## src/rtl/crc32w_pkg.sv

```systemverilog
package crc32w_pkg;
    localparam int ADDR_W    = 2;
    localparam int WORD_W    = 32;
    localparam int CLEAR_BIT = 0;
    localparam logic [ADDR_W-1:0] CTRL_ADDR = 2'd0;
    localparam logic [ADDR_W-1:0] DATA_ADDR = 2'd1;

    typedef enum logic {
        ST_SEED = 1'b0,
        ST_RUN  = 1'b1
    } crc_state_t;
endpackage

```

## src/rtl/crc32w_step.sv

```systemverilog
module crc32w_step #(
    parameter int W = 32,
    parameter logic [W-1:0] POLY = 32'h04C11DB7
) (
    input  logic [W-1:0] crc_in,
    input  logic [W-1:0] word,
    output logic [W-1:0] crc_out
);
    logic [W-1:0] stage [0:W];

    assign stage[0] = crc_in ^ word;

    for (genvar g = 0; g < W; g++) begin : g_shift
        assign stage[g+1] = stage[g][W-1] ? ({stage[g][W-2:0], 1'b0} ^ POLY)
                                          : {stage[g][W-2:0], 1'b0};
    end

    assign crc_out = stage[W];
endmodule

```

## src/rtl/crc32w_ctrl.sv

```systemverilog
module crc32w_ctrl
    import crc32w_pkg::*;
(
    input  logic              clk,
    input  logic              rst_n,
    input  logic              wr_valid,
    input  logic [ADDR_W-1:0] wr_addr,
    input  logic              clear_bit,
    output logic              wr_ready,
    output logic              take_data,
    output logic              take_clear,
    output crc_state_t        state
);
    crc_state_t state_d;
    logic       accept;

    assign accept = wr_valid && (state == ST_RUN);

    always_comb begin
        state_d = state;
        unique case (state)
            ST_SEED: state_d = ST_RUN;
            ST_RUN:  if (accept && wr_addr == CTRL_ADDR && clear_bit) state_d = ST_SEED;
            default: state_d = ST_SEED;
        endcase
    end

    always_ff @(posedge clk or negedge rst_n) begin
        if (!rst_n) state <= ST_SEED;
        else        state <= state_d;
    end

    always_comb begin
        wr_ready   = 1'b0;
        take_data  = 1'b0;
        take_clear = 1'b0;
        unique case (state)
            ST_SEED: wr_ready = 1'b0;
            ST_RUN: begin
                wr_ready   = 1'b1;
                take_data  = wr_valid && (wr_addr == DATA_ADDR);
                take_clear = wr_valid && (wr_addr == CTRL_ADDR) && clear_bit;
            end
            default: wr_ready = 1'b0;
        endcase
    end
endmodule

```

## src/rtl/crc32w_engine.sv

```systemverilog
module crc32w_engine
    import crc32w_pkg::*;
#(
    parameter logic [WORD_W-1:0] POLY = 32'h04C11DB7,
    parameter logic [WORD_W-1:0] SEED = 32'hFFFFFFFF
) (
    input  logic              clk,
    input  logic              rst_n,
    input  logic              wr_valid,
    output logic              wr_ready,
    input  logic [ADDR_W-1:0] wr_addr,
    input  logic [WORD_W-1:0] wr_data,
    input  logic [ADDR_W-1:0] rd_addr,
    output logic [WORD_W-1:0] rd_data
);
    logic [WORD_W-1:0] crc_q;
    logic [WORD_W-1:0] crc_next;
    logic              take_data;
    logic              take_clear;
    crc_state_t        state;

    crc32w_ctrl u_ctrl (
        .clk        (clk),
        .rst_n      (rst_n),
        .wr_valid   (wr_valid),
        .wr_addr    (wr_addr),
        .clear_bit  (wr_data[CLEAR_BIT]),
        .wr_ready   (wr_ready),
        .take_data  (take_data),
        .take_clear (take_clear),
        .state      (state)
    );

    crc32w_step #(.W(WORD_W), .POLY(POLY)) u_step (
        .crc_in  (crc_q),
        .word    (wr_data),
        .crc_out (crc_next)
    );

    always_ff @(posedge clk or negedge rst_n) begin
        if (!rst_n)          crc_q <= SEED;
        else if (take_clear) crc_q <= SEED;
        else if (take_data)  crc_q <= crc_next;
    end

    assign rd_data = (rd_addr == DATA_ADDR) ? crc_q : '0;
endmodule

```

## config.mk

```make
export PLATFORM = sky130hd
export DESIGN_NAME = crc32w_engine
export DESIGN_NICKNAME = d
export VERILOG_FILES = /design/src/rtl/crc32w_pkg.sv /design/src/rtl/crc32w_step.sv /design/src/rtl/crc32w_ctrl.sv /design/src/rtl/crc32w_engine.sv
export SDC_FILE = /design/constraint.sdc
export NUM_CORES = 1
export LEC_CHECK = 0
export CORE_ASPECT_RATIO = 1.2
export CORE_MARGIN = 2
export CORE_UTILIZATION = 50
export CTS_CLUSTER_SIZE = 20
export DETAILED_ROUTE_END_ITERATION = 8
export HOLD_SLACK_MARGIN = 0.1
export PLACE_DENSITY = 0.75
export SYNTH_ARGS = -nofsm -noshare
export SYNTH_HDL_FRONTEND = slang
export SYNTH_SLANG_ARGS = --single-unit
```

## constraint.sdc

```tcl
create_clock -name clk -period 5.4 [get_ports clk]
set_input_delay 1.08 -clock clk [delete_from_list [all_inputs] [get_ports clk]]
set_output_delay 1.08 -clock clk [all_outputs]
set_load 0.02 [all_outputs]
```

# ---- Word level (Yosys, flattened, before mapping)
# Index checks and enable logic that the tools add are counted.
dict set report word_totals {
  reg_bits 33
  in_bits 39
  out_inout_bits 33
  wordCells 86
}
dict set report classes {
  eq_ne 2
  mux 40
  bitwise_logic 34
  n_reduce_logical 8
}
# op count
set op_table {}
lappend op_table {{two-way mux 27 bit} 32}
lappend op_table {{inverter 14 bit} 32}
lappend op_table {{two-way mux 32 bit} 3}
lappend op_table {{bitwise XOR 32 bit} 1}
lappend op_table {{logical AND 1 bit} 6}
lappend op_table {{== test 2 x 1 -> 1 bit (second input constant)} 2}
lappend op_table {{one-hot mux 1 bit (2 select lines)} 2}
lappend op_table {{two-way mux 1 bit} 3}
lappend op_table {{logical NOT 2 bit} 1}
lappend op_table {{nonzero test 2 bit} 1}
lappend op_table {{inverter 1 bit} 1}

# ---- Depth between registers and ports, before layout
# Gate-level depths: netlist of run 1.
dict set report depth {
  depth_word 67
  ltp_mapped 9
  mapped_depth_nobuf 9
}

# ---- By module
# A second synthesis of run 1 with hierarchy kept.
dict set report unflattened {
  cells_unflattened 414
  area_unflattened_um2 4994.8
}
# module instances cells_each area_per_inst_um2 seq_area_each_um2
set by_module_without_submodules {}
lappend by_module_without_submodules {crc32w_step 1 266 3285.7 0.0}
lappend by_module_without_submodules {crc32w_engine 1 142 1636.6 840.8}
lappend by_module_without_submodules {crc32w_ctrl 1 6 72.6 25.0}

# ---- Worst setup path before layout of run 1
# Ideal clock, no wire load.
dict set report synth_timing {
  path_kind {input port to flip-flop}
  startpoint {input wr_data[27]}
  endpoint {register crc_q[13]}
  setup_time_ns 0.080
  t_arrival_ns 4.269
  required_ns 5.320
  path_slack_ns 1.052
  stages 9
  n_path_buf 0
  path_cell_list {xnor2_4 -> xnor3_2 -> xnor2_4 -> xor3_2 -> xnor2_4 -> xnor3_2 -> xor2_2 -> xnor3_1 -> o22a_1}
}
dict set report synth_between {
  elab_chain_cells 36
  elab_cells_between_ends 56
  cone_classes {mux: 30; bitwise: 26}
}
# element line
set synth_lines {}
lappend synth_lines {{from (decl)} crc32w_engine.sv:12} ;# input logic [WORD_W-1:0] wr_data,
lappend synth_lines {{bitwise XOR 32 bit (*)} crc32w_step.sv:11} ;# assign stage[0] = crc_in ^ word;
lappend synth_lines {{two-way mux 27 bit (*)} crc32w_step.sv:14} ;# assign stage[g+1] = stage[g][W-1] ? ({stage[g][W-2:0], 1'b0} ^ POLY)
lappend synth_lines {{two-way mux 27 bit (5 in a row)} crc32w_step.sv:14}
lappend synth_lines {{inverter 14 bit (no source line)} n/a}
lappend synth_lines {{two-way mux 27 bit} crc32w_step.sv:14}
lappend synth_lines {{inverter 14 bit (no source line)} n/a}
lappend synth_lines {{two-way mux 27 bit (3 in a row)} crc32w_step.sv:14}
lappend synth_lines {{inverter 14 bit (no source line)} n/a}
lappend synth_lines {{(+13 left out)} n/a}
lappend synth_lines {{inverter 14 bit (no source line)} n/a}
lappend synth_lines {{two-way mux 27 bit} crc32w_step.sv:14}
lappend synth_lines {{inverter 14 bit (no source line)} n/a}
lappend synth_lines {{two-way mux 27 bit} crc32w_step.sv:14}
lappend synth_lines {{inverter 14 bit (no source line)} n/a}
lappend synth_lines {{two-way mux 27 bit (*) (2 in a row)} crc32w_step.sv:14}
lappend synth_lines {{two-way mux 32 bit (*)} crc32w_engine.sv:43} ;# else if (take_data) crc_q <= crc_next;
lappend synth_lines {{two-way mux 32 bit (*)} crc32w_engine.sv:42} ;# else if (take_clear) crc_q <= SEED;
lappend synth_lines {{to (signal assigned)} crc32w_engine.sv:43}
lappend synth_lines {{to (decl)} crc32w_engine.sv:16} ;# logic [WORD_W-1:0] crc_q;
# Every way passes the cells marked *; elsewhere a longest branch is shown, timed or not. The select of a mux whose other input is x is not followed.
# A chain may end at the register's enable or synchronous reset.

# ---- Worst setup path in the final report of run 1
dict set report layout_timing {
  startpoint {input wr_data[28]}
  endpoint {register crc_q[13]}
}
dict set report layout_between {
  elab_chain_cells 38
  elab_cells_between_ends 57
  cone_classes {mux: 31; bitwise: 26}
}
# element line
set layout_lines {}
lappend layout_lines {{bitwise XOR 32 bit (*)} crc32w_step.sv:11}
lappend layout_lines {{two-way mux 27 bit (*)} crc32w_step.sv:14}
lappend layout_lines {{two-way mux 27 bit (5 in a row)} crc32w_step.sv:14}
lappend layout_lines {{inverter 14 bit (no source line)} n/a}
lappend layout_lines {{two-way mux 27 bit} crc32w_step.sv:14}
lappend layout_lines {{inverter 14 bit (no source line)} n/a}
lappend layout_lines {{two-way mux 27 bit (3 in a row)} crc32w_step.sv:14}
lappend layout_lines {{inverter 14 bit (no source line)} n/a}
lappend layout_lines {{(+15 left out)} n/a}
lappend layout_lines {{inverter 14 bit (no source line)} n/a}
lappend layout_lines {{two-way mux 27 bit} crc32w_step.sv:14}
lappend layout_lines {{inverter 14 bit (no source line)} n/a}
lappend layout_lines {{two-way mux 27 bit} crc32w_step.sv:14}
lappend layout_lines {{inverter 14 bit (no source line)} n/a}
lappend layout_lines {{two-way mux 27 bit (*) (2 in a row)} crc32w_step.sv:14}
lappend layout_lines {{two-way mux 32 bit (*)} crc32w_engine.sv:43}
lappend layout_lines {{two-way mux 32 bit (*)} crc32w_engine.sv:42}
# Marks and branches as above.

==> results of run 1 <==
[cell usage after synthesis]
library cell and n:
xnor3_2 6, nor2_1 3, dfrtp_1 1, nand3b_1 1, nor2b_1 1, a31oi_1 2
o21a_1 1, xnor2_4 5, o22a_1 30, xor3_1 3, xor3_2 1, clkbuf_1 9
xor2_4 1, xnor3_1 30, xor2_2 2, xnor2_1 163, xor2_1 42, and2_1 32
dfstp_2 32, xnor2_2 10, nand2_1 2
[metrics by stage]
| step | hold WS (ns) | setup slack, ns | instance area (um^2) |
|---|---|---|---|
| finish | 0.5213 | 0.6680 | 5608 |
| global route | 0.5488 | 0.5387 | 5608 |
| CTS | 0.5239 | 0.6618 | 5608 |
| detailed placement | 0.5126 | 0.3658 | 5512 |
| global placement | 0.5013 | 0.3509 | 5512 |
| floorplan | 0.4922 | 1.052 | 4486 |
[metal layers]
layer,track usage (%),share of wire [%],vias up
met4,8.022,2.0,0
met5,0,0,-
met1,37.13,44,1481
met2,46.22,49,74
met3,2.871,5.1,14
li1,-,-,1431
[layout make-up]
type	count	area [um^2]	share of cell area (%)
clock inverter	2	13.76	0.2454
clock buffer	6	82.58	1.473
multi-input combinational	335	3586	63.94
timing repair buffer	98	913.4	16.29
sequential	33	865.8	15.44
tap	117	146.4	2.610
[cells by family after synthesis]
family | count (synthesis)
XOR/XNOR | 263
AO/OA/AOI/OAI | 33
AND/OR/NAND/NOR | 39
buffers and inverters | 9
flip-flops | 33
[worst reg2reg max path, stage by stage (launching register included)]
cell and delay, ns:
dfstp_2 0.56, xnor2_1 0.17, xnor2_2 0.47, xnor3_1 0.68, xor2_1 0.37, xnor3_1 0.53
xnor2_1 0.45, xnor2_1 0.25, xor2_1 0.22, o22a_1 0.17
[path summary, 6_finish.rpt]
kind | startpoint | to | slack (ns) | depth (start not counted)
setup / recovery | wr_data[28] | crc_q[13]$_DFFE_PN1P_ | 0.67 | 10
hold / removal | crc_q[3]$_DFFE_PN1P_ | crc_q[3]$_DFFE_PN1P_ | 0.52 | 2
setup reg to reg | crc_q[23]$_DFFE_PN1P_ | crc_q[11]$_DFFE_PN1P_ | 1.44 | 9
hold reg to reg | crc_q[3]$_DFFE_PN1P_ | crc_q[3]$_DFFE_PN1P_ | 0.52 | 2
max in group asynchronous | rst_n | crc_q[12]$_DFFE_PN1P_ | 3.87 | 2
min in group asynchronous | rst_n | u_ctrl.state$_DFF_PN0_ | 1.18 | 2
[sequential cells by signal (all words and copies together) (netlist names)]
register,count
crc_q,32
u_ctrl.state,1
==> out/qor.json, run 1 <==
{
  "die-width_um": 90.47,
  "num_antenna_cells": 0,
  "final_cell_mix": "xnor2_1 (163), clkdlybuf4s50_1 (71), xor2_1 (42)",
  "path_buf_inv": 1,
  "synth-compound-area-share_pct": 6.304,
  "dr.pass1.iters": 4,
  "postSynthCellCount": 377,
  "period_utilisation_layout_pct": 87.63,
  "post_detail_place_hpwl_um": 10410,
  "synth_seq_area_share_pct": 19.30,
  "detail_route.wl_per_cell_um": 21.53,
  "grt_pass1_vias": 3267,
  "combinational_family_with_the_most_area_after_synthesis": "XOR/XNOR gates",
  "critical_path_required_ns": 5.62,
  "htree_num_levels": 2,
  "die_area_um2": 9748,
  "finalSetupViolations": 0,
  "yosys.cell_types.count": 21,
  "boundaryPins": 72,
  "ctsHoldBuffers": 0,
  "synth_area_leaders": "xnor2_1 (32%), dfstp_2 (19%), xnor3_1 (15%)",
  "syn_nets": 416,
  "drt.antenna.violating_nets": 0,
  "path_common_cell": "xnor3_2",
  "std_cell_rows": 37,
  "timing.final.max_slew_violations": 0,
  "hp-class": "reg -> reg",
  "final_global_route_overflow_total": 0,
  "worst_setup_hold_path_clk_slew_ns": 0.08,
  "fin_nets": 512,
  "critical_path.max_stage_delay_ns": 0.60,
  "most_frequent_standard_cell_in_the_layout_excluding_fill_and_tap_cells": "xnor2_1",
  "num_vias": 3000,
  "clock_insertion_delay_worst_skew_ns": 0.30,
  "post_drt_via_cell_ratio": 5.076,
  "transition_time_at_the_pin_with_the_least_slew_margin_ns": 1.242,
  "area_growth_syn_to_layout_pct": 25.02,
  "final_hold_viol_count": 0,
  "mappedNetlistArea_um2": 4486,
  "final_core_util_pct": 64.78,
  "drive_gt1_share_pct": 19.41,
  "filler_cell_count": 717,
  "synth-xor-area-share_pct": 68.45,
  "synth_warnings": 0,
  "path_delay_family": "XOR/XNOR gates",
  "cts-resized-gates": 0,
  "dp.cells": 583,
  "grt_first_pass_wirelength_um": 19510,
  "worst-path-max-fanout": 7,
  "pin_count_of_the_biggest_net_entering_global_routing": 34,
  "place_congestion": 0.9938,
  "drtIter0Drc": 148,
  "grt_setup_unrepaired": "false",
  "cts_buffers": 5,
  "track_usage_pct": 27.30,
  "synthesis.area_per_instance_um2": 11.90,
  "relSlewSlack_pct": 17.20,
  "outcome": "finished, final reports clean",
  "timing.critical_path.cells": "clkdlybuf4s50_1 > xnor2_4 > xnor3_2 > xor2_4 > xnor3_2 > xnor2_4 > xnor3_2 > xor2_2 > xnor3_1 > o22a_1",
  "final_cell_count_no_fill": 591,
  "fmaxAchievable_ghz": 0.2113,
  "die_height_um": 107.8,
  "criticalPathCategory": "in -> reg",
  "cts_tree": "done",
  "cp-end-kind": "flip-flop",
  "worst_clk_skew_ns": 0.006566,
  "io_buffer_count": 71,
  "finalSetupTns_ns": 0,
  "layout_min_cycle_time_ns": 4.732,
  "core-area_um2": 8657,
  "initial_utilization_pct": 51.81,
  "yosys-mux-area-fraction_pct": 0,
  "synth_simple_gate_area_share_pct": 5.188,
  "timing.critical_path.from_type": "primary input",
  "grt_antenna_before_repair": 0,
  "timing.max_cap.violations": 0,
  "synthDominantCellAreaShare_pct": 31.83,
  "postCtsSetupBuffers": 0,
  "synth_largest_area_cell": "xnor2_1",
  "timing.critical_path.arrival_ns": 4.95,
  "drc": 0,
  "cts.path.max_buffers": 2,
  "cts_root_buffer": "clkbuf_8",
  "synth_fa_ha_area_share_pct": 0,
  "routed_wirelength_um": 12720,
  "tritoncts_num_sinks": 33,
  "synth-seq-cells": 33,
  "cp_slowest_cell": "xnor3_2"
}
Power of run 1 is left out: the tool's default activity adds up to more than one toggle a clock period on the data nets, which glitch-free logic cannot reach.
==> run 2: changes to the inputs <==
--- a/config.mk
+++ b/config.mk
@@ -5,6 +5,7 @@
 export SDC_FILE = /design/constraint.sdc
 export NUM_CORES = 1
 export LEC_CHECK = 0
+export ABC_CLOCK_PERIOD_IN_PS = 5400
 export CORE_ASPECT_RATIO = 1.2
 export CORE_MARGIN = 2
 export CORE_UTILIZATION = 50
==> results of run 2 <==
No change in the layout: final DEF, timing and power equal those of run 1.
Power of run 2 is left out for the same reason.
==> run 3: changes to the inputs <==
--- a/config.mk
+++ b/config.mk
@@ -5,12 +5,13 @@
 export SDC_FILE = /design/constraint.sdc
 export NUM_CORES = 1
 export LEC_CHECK = 0
-export ABC_CLOCK_PERIOD_IN_PS = 5400
+export ABC_CLOCK_PERIOD_IN_PS = 3930
 export CORE_ASPECT_RATIO = 1.2
 export CORE_MARGIN = 2
 export CORE_UTILIZATION = 50
 export CTS_CLUSTER_SIZE = 20
 export DETAILED_ROUTE_END_ITERATION = 8
+export DONT_BUFFER_PORTS = 1
 export HOLD_SLACK_MARGIN = 0.1
 export PLACE_DENSITY = 0.75
 export SYNTH_ARGS = -nofsm -noshare
==> constraint.sdc (replaced) <==
create_clock -name clk -period 3.93 [get_ports clk]
set_input_delay 0.786 -clock clk [delete_from_list [all_inputs] [get_ports clk]]
set_output_delay 0.786 -clock clk [all_outputs]
set_load 0.02 [all_outputs]
==> run 3 against run 2 <==
Compared with the run above: critical path depth fell by 2; die area did not move; sequential share of layout area up 1.3 points; routed wire length decreased by 4.6%; hold slack worse by 0.35 ns; global-route usage shrank 0.76 points; flip-flop and latch count stayed put; final area down 7.5%; clock skew up 0.0028 ns; setup slack got worse by 0.46 ns; non-clock buffer count fell by 34; clock-buffer cell count stayed put; critical path type is now reg -> reg; highest routed layer unchanged.
==> out/qor.json, run 3 (synthesis results as in run 1) <==
{
  "place_congestion": {"value": 0.9894, "change": "was 0.9938"},
  "most_frequent_standard_cell_in_the_layout_excluding_fill_and_tap_cells": {"value": "xnor2_1", "change": "unchanged"},
  "cp-end-kind": {"value": "flip-flop", "change": "unchanged"},
  "htree_num_levels": {"value": 2, "change": "unchanged"},
  "pin_count_of_the_biggest_net_entering_global_routing": {"value": 34, "change": "unchanged"},
  "max_flop_register": {"value": "crc_q", "change": "unchanged"},
  "die_area": {"value": 9748, "unit": "um^2", "change": "unchanged"},
  "postCtsSetupBuffers": {"value": 0, "change": "unchanged"},
  "transition_time_at_the_pin_with_the_least_slew_margin": {"value": 1.070, "unit": "ns", "change": "was 1.242 ns"},
  "worst_r2r_startpoint": {"value": "crc_q[31]$_DFFE_PN1P_", "change": "was crc_q[23]$_DFFE_PN1P_"},
  "relSlewSlack": {"value": 28.49, "unit": "%", "change": "was 17.20%"},
  "setup.worst_path.start": {"value": "crc_q[31]$_DFFE_PN1P_", "change": "was wr_data[28]"},
  "worst_clk_skew": {"value": 0.009326, "unit": "ns", "change": "was 0.006566 ns"},
  "hold_slack": {"value": 0.1696, "unit": "ns", "change": "was 0.5213 ns"},
  "std_cell_rows": {"value": 37, "change": "unchanged"},
  "timing.max_cap.violations": {"value": 0, "change": "unchanged"},
  "drt.antenna.violating_nets": {"value": 0, "change": "unchanged"},
  "die-width": {"value": 90.47, "unit": "um", "change": "unchanged"},
  "cts.path.max_buffers": {"value": 2, "change": "unchanged"},
  "timing.rr.end": {"value": "crc_q[10]$_DFFE_PN1P_", "change": "was crc_q[11]$_DFFE_PN1P_"},
  "grt_first_pass_wirelength": {"value": 18800, "unit": "um", "change": "was 19510 um"},
  "number_of_cells_on_the_worst_reg_to_reg_path": {"value": 8, "change": "was 9"},
  "dr.pass1.iters": {"value": 4, "change": "unchanged"},
  "post_detail_place_hpwl": {"value": 10240, "unit": "um", "change": "was 10410 um"},
  "track_usage": {"value": 26.53, "unit": "%", "change": "was 27.30%"},
  "core-area": {"value": 8657, "unit": "um^2", "change": "unchanged"},
  "worst_setup_hold_path_clk_slew": {"value": 0.08, "unit": "ns", "change": "about the same"},
  "io_buffer_count": {"value": 0, "change": "was 71"},
  "num_antenna_cells": {"value": 0, "change": "unchanged"},
  "cts_buffers": {"value": 5, "change": "unchanged"},
  "finalSetupViolations": {"value": 0, "change": "unchanged"},
  "hp-class": {"value": "in -> async", "change": "was reg -> reg"},
  "post_drt_via_cell_ratio": {"value": 5.122, "change": "was 5.076"},
  "grt_antenna_before_repair": {"value": 0, "change": "unchanged"},
  "drive_gt1_share": {"value": 29.77, "unit": "%", "change": "was 19.41%"},
  "biggestRegsByFlops": {"value": "crc_q: 32 flops, u_ctrl.state: 1 flops", "change": "unchanged"},
  "critical_path_required": {"value": 4.17, "unit": "ns", "change": "was 5.62 ns"},
  "final_cell_mix": {"value": "xnor2_1 (163), buf_4 (64), xor2_1 (41)", "change": "was xnor2_1 (163), clkdlybuf4s50_1 (71), xor2_1 (42)"},
  "timing.critical_path.arrival": {"value": 3.96, "unit": "ns", "change": "was 4.95 ns"},
  "criticalPathCategory": {"value": "reg -> reg", "change": "was in -> reg"},
  "detail_route.wl_per_cell": {"value": 21.80, "unit": "um", "change": "was 21.53 um"},
  "num_vias": {"value": 2853, "change": "was 3000"},
  "die_height": {"value": 107.8, "unit": "um", "change": "unchanged"},
  "period_utilisation_layout_pct": 94.72,
  "timing.final.max_slew_violations": {"value": 0, "change": "unchanged"},
  "worst-path-max-fanout": {"value": 4, "change": "was 7"},
  "fmaxAchievable_ghz": 0.2686,
  "drtIter0Drc": {"value": 113, "change": "was 148"},
  "layout_min_cycle_time_ns": 3.722,
  "cts_root_buffer": {"value": "clkbuf_8", "change": "unchanged"},
  "clock_insertion_delay_worst_skew": {"value": 0.31, "unit": "ns", "change": "was 0.30 ns"},
  "r2r_slack": {"value": 0.21, "unit": "ns", "change": "was 1.44 ns"},
  "cts_tree": {"value": "done", "change": "unchanged"},
  "drc": {"value": 0, "change": "unchanged"},
  "final_global_route_overflow_total": {"value": 0, "change": "unchanged"},
  "fin_nets": {"value": 478, "change": "was 512"},
  "boundaryPins": {"value": 72, "change": "unchanged"},
  "routed_wirelength": {"value": 12140, "unit": "um", "change": "was 12720 um"},
  "timing.critical_path.from_type": {"value": "flip-flop", "change": "was primary input"},
  "area_growth_syn_to_layout": {"value": 15.59, "unit": "%", "change": "was 25.02%"},
  "grt_setup_unrepaired": {"value": "false", "change": "unchanged"},
  "filler_cell_count": {"value": 765, "change": "was 717"},
  "grt_pass1_vias": {"value": 3091, "change": "was 3267"},
  "outcome": {"value": "finished, final reports clean", "change": "unchanged"},
  "largest_register_ffs": {"value": 32, "change": "unchanged"},
  "initial_utilization": {"value": 51.81, "unit": "%", "change": "unchanged"},
  "tritoncts_num_sinks": {"value": 33, "change": "unchanged"},
  "final_hold_viol_count": {"value": 0, "change": "unchanged"}
}
-- run 3: metrics by stage --
| stage | area, um^2 | instances | setup WS, ns | utilization (%) | TNS [ns] |
|---|---|---|---|---|---|
| after floorplan | 4486 | 377 | 0.01320 | - | 0 |
| after global placement | 5081 | 549 | -0.1402 | 58.69 | -0.5377 |
| after detailed placement | 5081 | 549 | -0.1569 | 58.69 | -0.5669 |
| after CTS | 5177 | 557 | 0.01861 | 59.81 | 0 |
| after global routing | 5185 | 557 | 0.1411 | 59.89 | 0 |
| final | 5185 | 557 | 0.2076 | 59.89 | 0 |
-- run 3: layout make-up --
type	count	area [um^2]	share of cell area, %
clock buffers	6	82.58	1.593
clock inverters	2	13.76	0.2654
well taps	117	146.4	2.823
repair buffers	64	480.5	9.266
flip-flops and latches	33	865.8	16.70
multi-input cells	335	3596	69.35
-- run 3: repair_timing --
| action | 4_1_cts | 5_1_grt |
|---|---|---|
| setup endpoints to repair | 0 | 3 |
| hold buffers | 0 | 0 |
| gates resized for setup | 0 | 1 |
-- run 3: per-layer routing --
layer	wire [um]	up-vias	global-route usage (%)
met4	373	0	10.11
met1	5037	1395	32.42
li1	-	1359	-
met2	6315	77	48.13
met5	0	-	0
met3	416	22	2.801
-- run 3: worst max-delay path: stages (launching register included) --
cell and delay (ns):
dfstp_2 0.61, xor2_2 0.31, xnor3_1 0.53, xnor2_1 0.36, xnor3_1 0.40, xnor3_2 0.43, xnor3_1 0.49, xnor3_1 0.36
o22a_1 0.17
-- run 3: worst max path at each step --
| stage | depth (start not counted) | endpoint | slack (ns) |
|---|---|---|---|
| after floorplan | 9 | crc_q[13]$_DFFE_PN1P_ | 0.01 |
| after global placement | 8 | crc_q[10]$_DFFE_PN1P_ | -0.14 |
| after detailed placement | 8 | crc_q[10]$_DFFE_PN1P_ | -0.16 |
| after CTS | 8 | crc_q[10]$_DFFE_PN1P_ | 0.02 |
| after global routing | 10 | crc_q[19]$_DFFE_PN1P_ | 0.14 |
| final | 8 | crc_q[10]$_DFFE_PN1P_ | 0.21 |
Power of run 3 is left out for the same reason.
